File: config.mk
export PLATFORM = sky130hd
export DESIGN_NAME = rxdesc_ctrl
export DESIGN_NICKNAME = d
export VERILOG_FILES = /design/src/rtl/rxd_pkg.sv /design/src/rtl/rxd_regs.sv /design/src/rtl/rxd_fsm.sv /design/src/rtl/rxdesc_ctrl.sv
export SDC_FILE = /design/constraint.sdc
export NUM_CORES = 1
export LEC_CHECK = 0
export BUFFER_PORTS_ARGS = -buffer_cell sky130_fd_sc_hd__buf_2
export CORE_MARGIN = 2
export CORE_UTILIZATION = 52
export DETAILED_ROUTE_END_ITERATION = 12
export GPL_TIMING_DRIVEN = 0
export HOLD_SLACK_MARGIN = 0.12
export MAX_ROUTING_LAYER = met4
export PLACE_DENSITY = 0.84
export RECOVER_POWER = 25
export SYNTH_ARGS = -nofsm -noshare
export SYNTH_HDL_FRONTEND = slang
export SYNTH_HIERARCHICAL = 1
export SYNTH_SLANG_ARGS = --single-unit
File: constraint.sdc
create_clock -name clk -period 2.66 [get_ports clk]
set_clock_uncertainty 0.1 [all_clocks]
set_input_delay 0.266 -clock clk [delete_from_list [all_inputs] [get_ports clk]]
set_output_delay 0.266 -clock clk [all_outputs]
set_load 0.1 [all_outputs]
File: src/rtl/rxd_pkg.sv
// Shared types for the receive descriptor control block.
// Assumes a two-bit register select and a 32-bit status word.
package rxd_pkg;
    typedef enum logic [1:0] {
        ST_STOP   = 2'd0,
        ST_FETCH  = 2'd1,
        ST_ACTIVE = 2'd2,
        ST_SUSP   = 2'd3
    } rx_state_t;

    localparam logic [1:0] SEL_POLL = 2'd0;
    localparam logic [1:0] SEL_BASE = 2'd1;
    localparam logic [1:0] SEL_STAT = 2'd2;
    localparam int         FLAG_BIT = 7;
endpackage

File: src/rtl/rxd_regs.sv
// Register file: poll register with wake pulse, base address register with
// alignment masking and stop-only write, status word with W1C unavailable flag.
// Assumes DATA_W >= ADDR_W and that reg_wr is a single-cycle strobe.
module rxd_regs
    import rxd_pkg::*;
#(
    parameter int ADDR_W     = 32,
    parameter int DATA_W     = 32,
    parameter int ALIGN_BITS = 2
) (
    input  logic              clk,
    input  logic              rst_n,
    input  logic              reg_wr,
    input  logic [1:0]        reg_sel,
    input  logic [DATA_W-1:0] reg_wdata,
    output logic [DATA_W-1:0] reg_rdata,
    input  logic              is_stopped,
    input  logic              set_unavail,
    output logic              poll_pulse,
    output logic [ADDR_W-1:0] base_q,
    output logic              unavail
);
    logic [DATA_W-1:0] poll_q;
    logic [ADDR_W-1:0] base_in;

    // Alignment variant chosen by parameter
    generate
        if (ALIGN_BITS > 0) begin : g_mask
            localparam logic [ADDR_W-1:0] KEEP = {ADDR_W{1'b1}} << ALIGN_BITS;
            assign base_in = reg_wdata[ADDR_W-1:0] & KEEP;
        end else begin : g_nomask
            assign base_in = reg_wdata[ADDR_W-1:0];
        end
    endgenerate

    // Poll register value and wake pulse
    always_ff @(posedge clk) begin
        if (!rst_n) begin
            poll_q     <= '0;
            poll_pulse <= 1'b0;
        end else begin
            poll_pulse <= reg_wr && (reg_sel == SEL_POLL);
            if (reg_wr && (reg_sel == SEL_POLL))
                poll_q <= reg_wdata;
        end
    end

    // Base register, writable only while stopped
    always_ff @(posedge clk) begin
        if (!rst_n)
            base_q <= '0;
        else if (reg_wr && (reg_sel == SEL_BASE) && is_stopped)
            base_q <= base_in;
    end

    // Unavailable flag: set wins over write-one-to-clear
    always_ff @(posedge clk) begin
        if (!rst_n)
            unavail <= 1'b0;
        else if (set_unavail)
            unavail <= 1'b1;
        else if (reg_wr && (reg_sel == SEL_STAT) && reg_wdata[FLAG_BIT])
            unavail <= 1'b0;
    end

    // Readback mux
    always_comb begin
        reg_rdata = '0;
        case (reg_sel)
            SEL_POLL: reg_rdata = poll_q;
            SEL_BASE: reg_rdata = DATA_W'(base_q);
            SEL_STAT: reg_rdata[FLAG_BIT] = unavail;
            default:  reg_rdata = '0;
        endcase
    end
endmodule

File: src/rtl/rxd_fsm.sv
// Descriptor walk state machine: start, advance, suspend, poll wake-up, stop.
// Assumes mem_ack arrives while mem_req is held and pulses once per fetch.
module rxd_fsm
    import rxd_pkg::*;
#(
    parameter int ADDR_W     = 32,
    parameter int DATA_W     = 32,
    parameter int DESC_BYTES = 16,
    parameter int OWN_BIT    = 31
) (
    input  logic              clk,
    input  logic              rst_n,
    input  logic              start_cmd,
    input  logic              stop_cmd,
    input  logic              desc_done,
    input  logic              poll_pulse,
    input  logic [ADDR_W-1:0] base_q,
    input  logic              mem_ack,
    input  logic [DATA_W-1:0] mem_rdata,
    output rx_state_t         state,
    output logic [ADDR_W-1:0] cur_ptr,
    output logic              mem_req,
    output logic [ADDR_W-1:0] mem_addr,
    output logic              set_unavail
);
    localparam logic [ADDR_W-1:0] STRIDE = ADDR_W'(DESC_BYTES);

    rx_state_t         nxt;
    logic [ADDR_W-1:0] ptr_n;
    logic              from_poll, from_poll_n;
    logic              stop_pend, stop_pend_n;

    // Next-state and pointer decision
    always_comb begin
        nxt         = state;
        ptr_n       = cur_ptr;
        from_poll_n = from_poll;
        stop_pend_n = stop_pend;
        set_unavail = 1'b0;
        case (state)
            ST_STOP: begin
                if (start_cmd && !stop_cmd) begin
                    nxt         = ST_FETCH;
                    ptr_n       = base_q;
                    from_poll_n = 1'b0;
                    stop_pend_n = 1'b0;
                end
            end
            ST_FETCH: begin
                if (stop_cmd)
                    stop_pend_n = 1'b1;
                if (mem_ack) begin
                    stop_pend_n = 1'b0;
                    if (stop_cmd || stop_pend)
                        nxt = ST_STOP;
                    else if (mem_rdata[OWN_BIT])
                        nxt = ST_ACTIVE;
                    else begin
                        nxt         = ST_SUSP;
                        set_unavail = !from_poll;
                    end
                end
            end
            ST_ACTIVE: begin
                if (stop_cmd)
                    nxt = ST_STOP;
                else if (desc_done) begin
                    nxt         = ST_FETCH;
                    ptr_n       = cur_ptr + STRIDE;
                    from_poll_n = 1'b0;
                end
            end
            ST_SUSP: begin
                if (stop_cmd)
                    nxt = ST_STOP;
                else if (poll_pulse) begin
                    nxt         = ST_FETCH;
                    from_poll_n = 1'b1;
                end
            end
            default: nxt = ST_STOP;
        endcase
    end

    // State and pointer registers
    always_ff @(posedge clk) begin
        if (!rst_n) begin
            state     <= ST_STOP;
            cur_ptr   <= '0;
            from_poll <= 1'b0;
            stop_pend <= 1'b0;
        end else begin
            state     <= nxt;
            cur_ptr   <= ptr_n;
            from_poll <= from_poll_n;
            stop_pend <= stop_pend_n;
        end
    end

    // Memory request follows the fetch state
    assign mem_req  = (state == ST_FETCH);
    assign mem_addr = cur_ptr;
endmodule

File: src/rtl/rxdesc_ctrl.sv
// Top of the receive descriptor control block: joins the register file and
// the walk state machine. Assumes a single clock and synchronous reset.
module rxdesc_ctrl
    import rxd_pkg::*;
#(
    parameter int ADDR_W     = 32,
    parameter int DATA_W     = 32,
    parameter int ALIGN_BITS = 2,
    parameter int DESC_BYTES = 16,
    parameter int OWN_BIT    = 31
) (
    input  logic              clk,
    input  logic              rst_n,
    input  logic              reg_wr,
    input  logic [1:0]        reg_sel,
    input  logic [DATA_W-1:0] reg_wdata,
    output logic [DATA_W-1:0] reg_rdata,
    input  logic              start_cmd,
    input  logic              stop_cmd,
    input  logic              desc_done,
    output logic              mem_req,
    output logic [ADDR_W-1:0] mem_addr,
    input  logic              mem_ack,
    input  logic [DATA_W-1:0] mem_rdata,
    output logic [1:0]        rx_state,
    output logic [ADDR_W-1:0] cur_ptr,
    output logic              unavail
);
    rx_state_t         state;
    logic              poll_pulse;
    logic              set_unavail;
    logic [ADDR_W-1:0] base_q;

    rxd_regs #(
        .ADDR_W(ADDR_W), .DATA_W(DATA_W), .ALIGN_BITS(ALIGN_BITS)
    ) u_regs (
        .clk(clk), .rst_n(rst_n), .reg_wr(reg_wr), .reg_sel(reg_sel),
        .reg_wdata(reg_wdata), .reg_rdata(reg_rdata),
        .is_stopped(state == ST_STOP), .set_unavail(set_unavail),
        .poll_pulse(poll_pulse), .base_q(base_q), .unavail(unavail)
    );

    rxd_fsm #(
        .ADDR_W(ADDR_W), .DATA_W(DATA_W), .DESC_BYTES(DESC_BYTES), .OWN_BIT(OWN_BIT)
    ) u_fsm (
        .clk(clk), .rst_n(rst_n), .start_cmd(start_cmd), .stop_cmd(stop_cmd),
        .desc_done(desc_done), .poll_pulse(poll_pulse), .base_q(base_q),
        .mem_ack(mem_ack), .mem_rdata(mem_rdata), .state(state),
        .cur_ptr(cur_ptr), .mem_req(mem_req), .mem_addr(mem_addr),
        .set_unavail(set_unavail)
    );

    assign rx_state = state;
endmodule

# Word-level counts from Yosys, hierarchy flattened
# Index checks and enable logic that the tools add are counted.
# op_classes
add_sub_neg,1
n_eq_ne,14
mux,31
reduce_logical,19
# ops
op,count
$mux W32,3
$pmux W32 S2,1
$pmux W24 S2,1
$add A32 B5 Y32 const B,1
$mux W1,14
$mux W2,7
$pmux W7 S2,1
$ne A2 B2 Y1 const B,4
$pmux W2 S4,1
$reduce_and A4 Y1,2
$eq A2 B2 Y1 const B,3
$logic_and A1 B1 Y1,6
$ne A3 B3 Y1 const B,2
$pmux W1 S3,2
$reduce_and A6 Y1,1
$reduce_bool A2 Y1,3
$eq A2 B1 Y1 const B,2
$logic_not A2 Y1,2
$ne A2 B1 Y1 const B,2
$ne A3 B2 Y1 const B,1
$reduce_and A3 Y1,1
$reduce_bool A3 Y1,1
$logic_not A1 Y1,2
$pmux W1 S2,1
$logic_or A1 B1 Y1,1
# totals
reg_bits,100
in_bits,73
output_inout_bits,100
wordCells,73

# Depth between registers and ports, before layout
# Gate-level depths: netlist (run 1).
# depth
word_depth,6
depth_mapped,8
ltp_nobuf,5

# Modules after synthesis
# Netlist (run 1), hierarchy kept.
# modules_own_cells
mod,n_inst,cells_per_inst,area_per_inst_um2,seq_area_each_um2
rxd_regs,1,318,2974.1,1281.2
rxd_fsm,1,338,2513.7,720.7
rxdesc_ctrl,1,1,3.8,0.0

# Worst setup path after synthesis (run 1)
# OpenSTA, ideal clock, no wires.
# synth_timing
kind,register to register
startpoint,register u_fsm.state[0]
endpoint,register u_regs.unavail
setup_ns,0.071
arrival_ns,3.224
setup_slack_ns,-0.735
stages_incl_launch_ff,7
period_less_slack_ns,3.395
path_cell_list,dfxtp_1 buf_2 inv_1 nor2_1 and4_1 o21ai_0 a21oi_1
# synth_via
elab_chain_len,3
word_cells_on_any_way,4
classes_between,eq/ne (1); mux (2); reduce/logical (1)
# synth_rtl
item,line_no,source
"start, declared",rxd_fsm.sv:20,"output rx_state_t state,"
"start signal, assigned",rxd_fsm.sv:93,state <= nxt;
$eq A2 B1 Y1 (*),-,
net mem_req,rxdesc_ctrl.sv:21,"output logic mem_req,"
$mux W1 (*),rxd_fsm.sv:40,case (state)
net set_unavail,rxdesc_ctrl.sv:31,logic set_unavail;
$mux W1 / $reduce_bool A2 Y1 (equally long branches),-,
"end signal, assigned",rxd_regs.sv:59,unavail <= 1'b0;
"end signal, assigned",rxd_regs.sv:61,unavail <= 1'b1;
"end signal, assigned",rxd_regs.sv:63,unavail <= 1'b0;
"end, declared",rxd_regs.sv:21,output logic unavail
# The timed path passes the listed nets; every way through them passes the cells marked *.
# A chain may end at the register's enable or synchronous reset.

# Worst setup path after layout (run 1)
# layout_timing
startpoint,register u_fsm.cur_ptr[4]
endpoint,register u_fsm.cur_ptr[28]
# layout_via
elab_chain_len,4
# layout_rtl
item,line_no,source
"start, declared",rxd_fsm.sv:21,"output logic [ADDR_W-1:0] cur_ptr,"
"start signal, assigned",rxd_fsm.sv:94,cur_ptr <= ptr_n;
$add A32 B5 Y32,rxd_fsm.sv:69,ptr_n = cur_ptr + STRIDE;
$mux W32,rxd_fsm.sv:67,else if (desc_done) begin
$mux W32,rxd_fsm.sv:65,if (stop_cmd)
$pmux W32 S2,rxd_fsm.sv:40,
# No other way between the ends. The select of a mux whose other input is x is not followed.

==> flow_metrics.py, run 1 <==
metrics = {
    "logic_synthesis": {
        "postSynthCellCount": 657,
        "ys_seq_elements": 100,
        "synth_top_area_share_pct": 36.5,
        "synthFlopType": "dfxtp_1",
        "synth_largest_area_cell": "dfxtp_1",
        "synthMuxAreaShare_pct": 17.5,
        "async_reset_ff_share_pct": 0,
        "yosys-top-cells-area": "dfxtp_1 (36%), mux2i_1 (17%), nand2_1 (9.2%)",
        "synth_top_family_by_area": "simple AND/OR/NAND/NOR gates",
        "ys_seq_area_share_pct": 36.5,
        "yosysUniqueCellTypes": 60,
        "synth_edf_count": 0,
        "avgSynthCellArea_um2": 8.36,
        "synth_common_cells": "nand2_1 (134), dfxtp_1 (100), mux2i_1 (94)",
        "synth_fa_ha_area_share_pct": 0.228,
        "yosysMostFrequentCell": "nand2_1",
        "synth_compound_gate_area_share_pct": 11.5,
        "yosysWarningCount": 6,
        "synth-xor-area-share_pct": 0,
        "syn-cell-area_mm2": 0.00549,
        "synth-simple-area-share_pct": 23.6,
    },
    "routing": {
        "viasPerCell": 5.84,
        "antenna_left": 0,
        "drc": 0,
        "wl_um": 17500,
        "drtIter0Drc": 420,
        "vias": 5744,
        "wl_per_cell_um": 17.8,
        "drt-pass1-iter-count": 5,
    },
    "power_and_ir_drop": {
        "power_mw": 3.28,
        "peakVddDrop_mv": 0.391,
        "powerDensity_mw_per_mm2": 478,
        "p_leak_nw": 3.18,
    },
    "worst_setup_path": {
        "crit_start": "u_fsm/cur_ptr[4]",
        "crit_end": "u_fsm/cur_ptr[28]",
        "setup.worst_path.start_class": "flip-flop",
        "end_kind": "flip-flop",
        "reg2reg_from": "u_fsm/cur_ptr[4]",
        "worstReg2RegEnd": "u_fsm/cur_ptr[28]",
        "r2r_setup_slack_ns": 0.16,
        "cp_max_fo": 10,
        "critical_path_class": "reg -> reg",
        "r2r_cells": 5,
        "cp_data_required_time_ns": 2.83,
        "cp.arrival_ns": 2.67,
    },
    "floorplan": {
        "chipWidth_um": 107,
        "die_area_mm2": 0.0114,
        "ios": 173,
        "rows": 37,
        "coreArea_mm2": 0.0103,
        "start_util_pct": 53.4,
        "die_y_um": 107,
    },
    "placement": {
        "io_buffers": 139,
        "dpl.hpwl_um": 12300,
        "dpl_cell_area_mm2": 0.00639,
        "gp_congestion": 0.969,
    },
    "hold_path": {
        "hold_class": "in -> reg",
        "hold_start": "reg_sel[0]",
    },
    "clock_tree": {
        "postCtsSetupBuffers": 0,
        "clkLatencyLatePin_ns": 0.37,
        "numCtsBuffers": 9,
        "clock-sinks": 100,
        "clk_path_buf_depth": 2,
        "clock-root-buffer": "clkbuf_8",
        "h-tree-depth": 3,
        "cts_tree": "done",
        "clk_pin_slew_ns": 0.11,
    },
    "timing": {
        "whs_ns": 0.176,
        "period_share_pct": 94.0,
        "rsz0062_at_grt": "false",
        "final_hold_viol_count": 0,
        "tightest_slew_ns": 1.01,
        "setup_viol": 0,
        "max_freq_mhz": 400,
        "post-route-min-period_ns": 2.50,
        "drv_slew": 0,
        "maxSlewHeadroom_pct": 32.3,
    },
    "global_routing": {
        "antenna_found_initial": 0,
        "grt_pass1_wl_um": 27400,
        "grt_pass1_vias": 5455,
        "grtUsageTotal_pct": 30.9,
        "grt_overflow_total": 0,
        "grt_max_degree": 19,
    },
    "final_layout": {
        "final_util_pct": 66.7,
        "antennaDiodeCount": 0,
        "drive_above_1_share_pct": 27.2,
        "postLayoutCellArea_mm2": 0.00686,
        "syn2layout_area_growth_pct": 24.9,
        "nets": 916,
    },
    "status": {
        "outcome": "finished clean",
    },
    "job": {
        "maxCapViolCount": 0,
    },
}
-- layer usage --
metal / up-vias / track usage, % / share of wire (%)
li1: 2650 / - / -
met1: 2677 / 39.4 / 41
met2: 374 / 50.0 / 47
met3: 43 / 4.74 / 9.4
met4: 0 / 11.6 / 2.4
met5: - / - / 0
-- flip-flops by register name, indices dropped and copies added, names as in the netlist --
signal             cells
u_regs/base_q         30
u_regs/unavail         1
u_regs/poll_q         32
u_fsm/stop_pend        1
u_fsm/from_poll        1
u_regs/poll_pulse      1
u_fsm/cur_ptr         32
u_fsm/state            2
-- placed cells by master (no fill, tap or decap), types with 3 or more instances in the layout --
cell and instances:
o22ai_1 3, nor3_1 7, o31ai_1 3, or3_1 3, a211o_1 3, and2_1 4
a21o_1 3, dfxtp_2 14, dlygate4sd3_1 34, buf_4 38, o21ai_0 18, inv_1 10
clkbuf_8 10, and3_1 6, a31oi_1 7, nor4_1 13, buf_2 146, nand4_1 6
buf_1 4, mux2i_1 94, nor2_1 50, a21oi_1 21, clkbuf_1 32, a211oi_1 6
nand3_1 16, dfxtp_1 86, o21a_1 3, o221ai_1 4, nand2_1 134, a22oi_1 6
and4_1 4, nor3b_1 3, or4_1 5, a311oi_1 3
-- layout make-up --
type	instances	area, µm²
Sequential cell	100	2020
Inverter	10	37.5
Buffer	83	479
Fill cell	851	3420
Timing Repair Buffer	173	1030
Multi-Input combinational cell	465	2920
Tap cell	136	170
Clock buffer	10	138
Clock inverter	6	56.3
-- worst max-delay path: stages (launching register included) --
cell	delay, ns
dfxtp_2	0.46
ha_1	0.23
nand3_1	0.31
nor4_1	0.81
a31oi_1	0.20
a221o_1	0.29
-- power breakdown --
part           switching [mW]  internal (mW)
registers              0.0483           1.55
logic                   0.510          0.196
clock network           0.592          0.387
-- worst min path at each step --
stage	endpoint	slack, ns	cells past startpoint
detailed placement	u_regs/poll_q[1]	0.35	2
floorplan	u_fsm/state[1]	0.24	1
finish	u_regs/unavail	0.18	3
global route	u_regs/unavail	0.17	3
CTS	u_regs/unavail	0.17	3
global placement	u_regs/poll_q[1]	0.34	2
-- stage by stage --
step	setup slack, ns	cells	TNS (ns)
after floorplan	-0.210	658	-0.210
after global placement	0.285	933	0
after detailed placement	0.223	933	0
after CTS	0.129	983	0
after global routing	0.0868	983	0
final	0.161	983	0
-- cell families (layout without fill, tap and decap cells) --
kind of cell	after synthesis	count (layout)
muxes	96	96
AOI/OAI and AO/OA	95	95
buffers and inverters	93	282
DFF	100	100
and+or+nand+nor	271	271
adders and majority gates	1	1
other	1	2
-- what timing repair did --
item,CTS,global route
endpoints found under the hold margin,63,0
endpoints found under the setup margin,0,1
hold buffers,34,0
gates resized for setup,0,1
No activity file was read; power rests on OpenSTA's default activity.
==> run 2, diff against run 1 <==
ABC_AREA = 1   (was not set)
CORE_MARGIN = not set   (was 2)
==> run 2 against run 1 <==
Core utilization increased by 0.71 points. Synthesized cell count is 37% higher. Synthesized area up 2.0%. Critical endpoint is now rx_state[0]. Largest power group unchanged.
==> flow_metrics.py, run 2 <==
metrics = {
    "logic_synthesis": {
        "synth_common_cells": "nand2_1 (264), nor2_1 (206), dfxtp_1 (100)",
        "synth_largest_area_cell": "dfxtp_1",
        "yosys-top-cells-area": "dfxtp_1 (36%), nand2_1 (18%), nor2_1 (14%)",
        "synth_edf_count": 0,
        "async_reset_ff_share_pct": 0,
        "ys_seq_area_share_pct": 35.7,
        "synth_compound_gate_area_share_pct": 9.47,
        "postSynthCellCount": 903,
        "yosysMostFrequentCell": "nand2_1",
        "synth-simple-area-share_pct": 40.2,
        "synth_fa_ha_area_share_pct": 0.223,
        "synth_top_area_share_pct": 35.7,
        "syn-cell-area_mm2": 0.00560,
        "yosysUniqueCellTypes": 35,
        "synthFlopType": "dfxtp_1",
        "synth-xor-area-share_pct": 0.313,
        "synthMuxAreaShare_pct": 0,
        "synth_top_family_by_area": "simple AND/OR/NAND/NOR gates",
        "yosysWarningCount": 6,
        "ys_seq_elements": 100,
        "avgSynthCellArea_um2": 6.20,
    },
    "clock_tree": {
        "clock-root-buffer": "clkbuf_8",
        "numCtsBuffers": 9,
        "postCtsSetupBuffers": 0,
        "h-tree-depth": 3,
        "ctsHoldBuffers": 33,
        "clock-sinks": 100,
        "clk_path_buf_depth": 2,
        "clkLatencyLatePin_ns": 0.37,
        "cts_resized": 0,
        "clk_pin_slew_ns": 0.10,
        "cts_tree": "done",
    },
    "global_routing": {
        "grtUsageTotal_pct": 29.4,
        "grt_pass1_wl_um": 25400,
        "grt_overflow_total": 0,
        "grt_pass1_vias": 5324,
        "grt_max_degree": 17,
        "antenna_found_initial": 0,
    },
    "worst_setup_path": {
        "cp_num_buf_inv": 1,
        "cp_slowest_cell": "clkbuf_1",
        "critical_path_class": "reg -> out",
        "path_delay_family": "buffers and inverters",
        "reg2reg_from": "u_fsm/cur_ptr[4]",
        "cp_max_fo": 6,
        "r2r_setup_slack_ns": 0.77,
        "setup.worst_path.start_class": "flip-flop",
        "cpPeakStageDelay_ns": 0.89,
        "critical_path.cell_chain": "clkbuf_1",
        "r2r_cells": 10,
        "worstReg2RegEnd": "u_fsm/cur_ptr[22]",
        "cp.arrival_ns": 1.71,
        "cp_data_required_time_ns": 2.29,
        "end_kind": "output port",
    },
    "routing": {
        "drc": 0,
        "antenna_left": 0,
        "wl_per_cell_um": 13.0,
        "viasPerCell": 5.02,
        "drt-pass1-iter-count": 5,
        "drtIter0Drc": 368,
        "vias": 6170,
        "wl_um": 16000,
    },
    "timing": {
        "rsz0062_at_grt": "false",
        "setup_viol": 0,
        "whs_ns": 0.167,
        "fin_tns_setup_ns": 0,
        "drv_slew": 0,
        "post-route-min-period_ns": 2.07,
        "max_freq_mhz": 482,
        "final_hold_viol_count": 0,
        "period_share_pct": 77.9,
        "tightest_slew_ns": 1.19,
        "maxSlewHeadroom_pct": 21.1,
    },
    "final_layout": {
        "antennaDiodeCount": 0,
        "nets": 1163,
        "layout_common_cells": "nand2_1 (264), nor2_1 (205), buf_2 (136)",
        "regArea_mm2": 0.00200,
        "multi_input_area_mm2": 0.00283,
        "final_util_pct": 67.4,
        "syn2layout_area_growth_pct": 24.8,
        "reg_top3": "u_fsm/cur_ptr: 32 flops, u_regs/poll_q: 32 flops, u_regs/base_q: 30 flops",
        "drive_above_1_share_pct": 20.4,
        "final_common_cell": "nand2_1",
        "fillers": 980,
    },
    "job": {
        "maxCapViolCount": 0,
    },
    "power_and_ir_drop": {
        "p_leak_nw": 3.28,
        "swShare_pct": 37.5,
        "pwr-share-comb_pct": 27.0,
        "p_int_mw": 2.24,
        "p_sw_mw": 1.34,
        "power_mw": 3.58,
        "powerDensity_mw_per_mm2": 512,
        "seq_power_share_pct": 45.7,
        "pwr-share-clk_pct": 27.3,
        "peakVddDrop_mv": 0.362,
    },
    "hold_path": {
        "min_path_cells": 4,
        "hold_class": "in -> reg",
        "hold_start": "stop_cmd",
        "min_to": "u_fsm/state[1]",
    },
    "floorplan": {
        "coreArea_mm2": 0.0104,
        "start_util_pct": 54.0,
        "rows": 37,
        "die_area_mm2": 0.0112,
        "ios": 173,
        "chipWidth_um": 106,
        "die_y_um": 106,
    },
    "status": {
        "outcome": "finished clean",
    },
    "placement": {
        "gp_congestion": 0.919,
        "dpl.hpwl_um": 11600,
        "io_buffers": 140,
    },
}
## run 2: cell count changes in the layout (fill, tap and decap cells not counted), sizes merged, moves of 6 or more
cell   previous run  this run
a21oi            21        29
and3              6         0
nor4             14         1
a22oi             6         0
mux2i            94         0
nand4             7         0
o21ai            19        60
or4               6         0
nand3            16        58
nor2             51       217
inv              13        72
nand2           134       268
## run 2: worst max-delay path by stage
stage                      to  slack, ns  depth (start not counted)        startpoint
5_1_grt           mem_addr[2]       0.54                          2  u_fsm/cur_ptr[2]
3_3_place_gp    reg_rdata[27]       0.68                          6        reg_sel[1]
3_5_place_dp     reg_rdata[2]       0.67                          6        reg_sel[1]
4_1_cts          reg_rdata[2]       0.67                          6        reg_sel[1]
2_1_floorplan  u_regs/unavail       0.12                          6    u_fsm/state[0]
6_report          rx_state[0]       0.59                          1    u_fsm/state[0]
## run 2: cell families after synthesis
logic type                 count (synthesis)
DFF                                      100
adders and majority gates                  1
buffers and inverters                    149
AOI/OAI and AO/OA                         99
and+or+nand+nor                          551
xor gates and xnor gates                   2
other                                      1
## run 2: layout make-up
cell class	count	area share, %
clock inverter	6	0.948
buffer	77	7.28
tap	136	2.43
clock buffer	9	1.77
multi-input combinational	655	40.5
sequential	100	28.6
timing repair buffer	174	14.6
inverter	72	3.86
## run 2: per-stage QoR
stage	instance area (µm²)	worst slack, ns	std cells
after CTS	7010	0.666	1228
after global placement	6480	0.676	1180
after global routing	6990	0.541	1229
final	6990	0.587	1229
after detailed placement	6480	0.667	1180
after floorplan	5610	0.117	904
## run 2: power groups by stage
stage               clock, mW  combinational (mW)  sequential [mW]
finish                  0.978               0.966             1.63
global placement            0               0.914             1.67
floorplan                   0               0.596             1.81
detailed placement          0               0.923             1.67
global route             1.05                1.03             1.65
CTS                     0.980               0.963             1.63
## run 2: routing by layer
metal | GRT usage [%] | part of all wire [%] | wire length (µm) | vias up
li1 | - | - | - | 3134
met1 | 38.8 | 44 | 7000 | 2713
met2 | 47.0 | 46 | 7440 | 292
met3 | 3.59 | 8.0 | 1290 | 31
met5 | - | 0 | 0 | -
met4 | 9.42 | 1.8 | 293 | 0
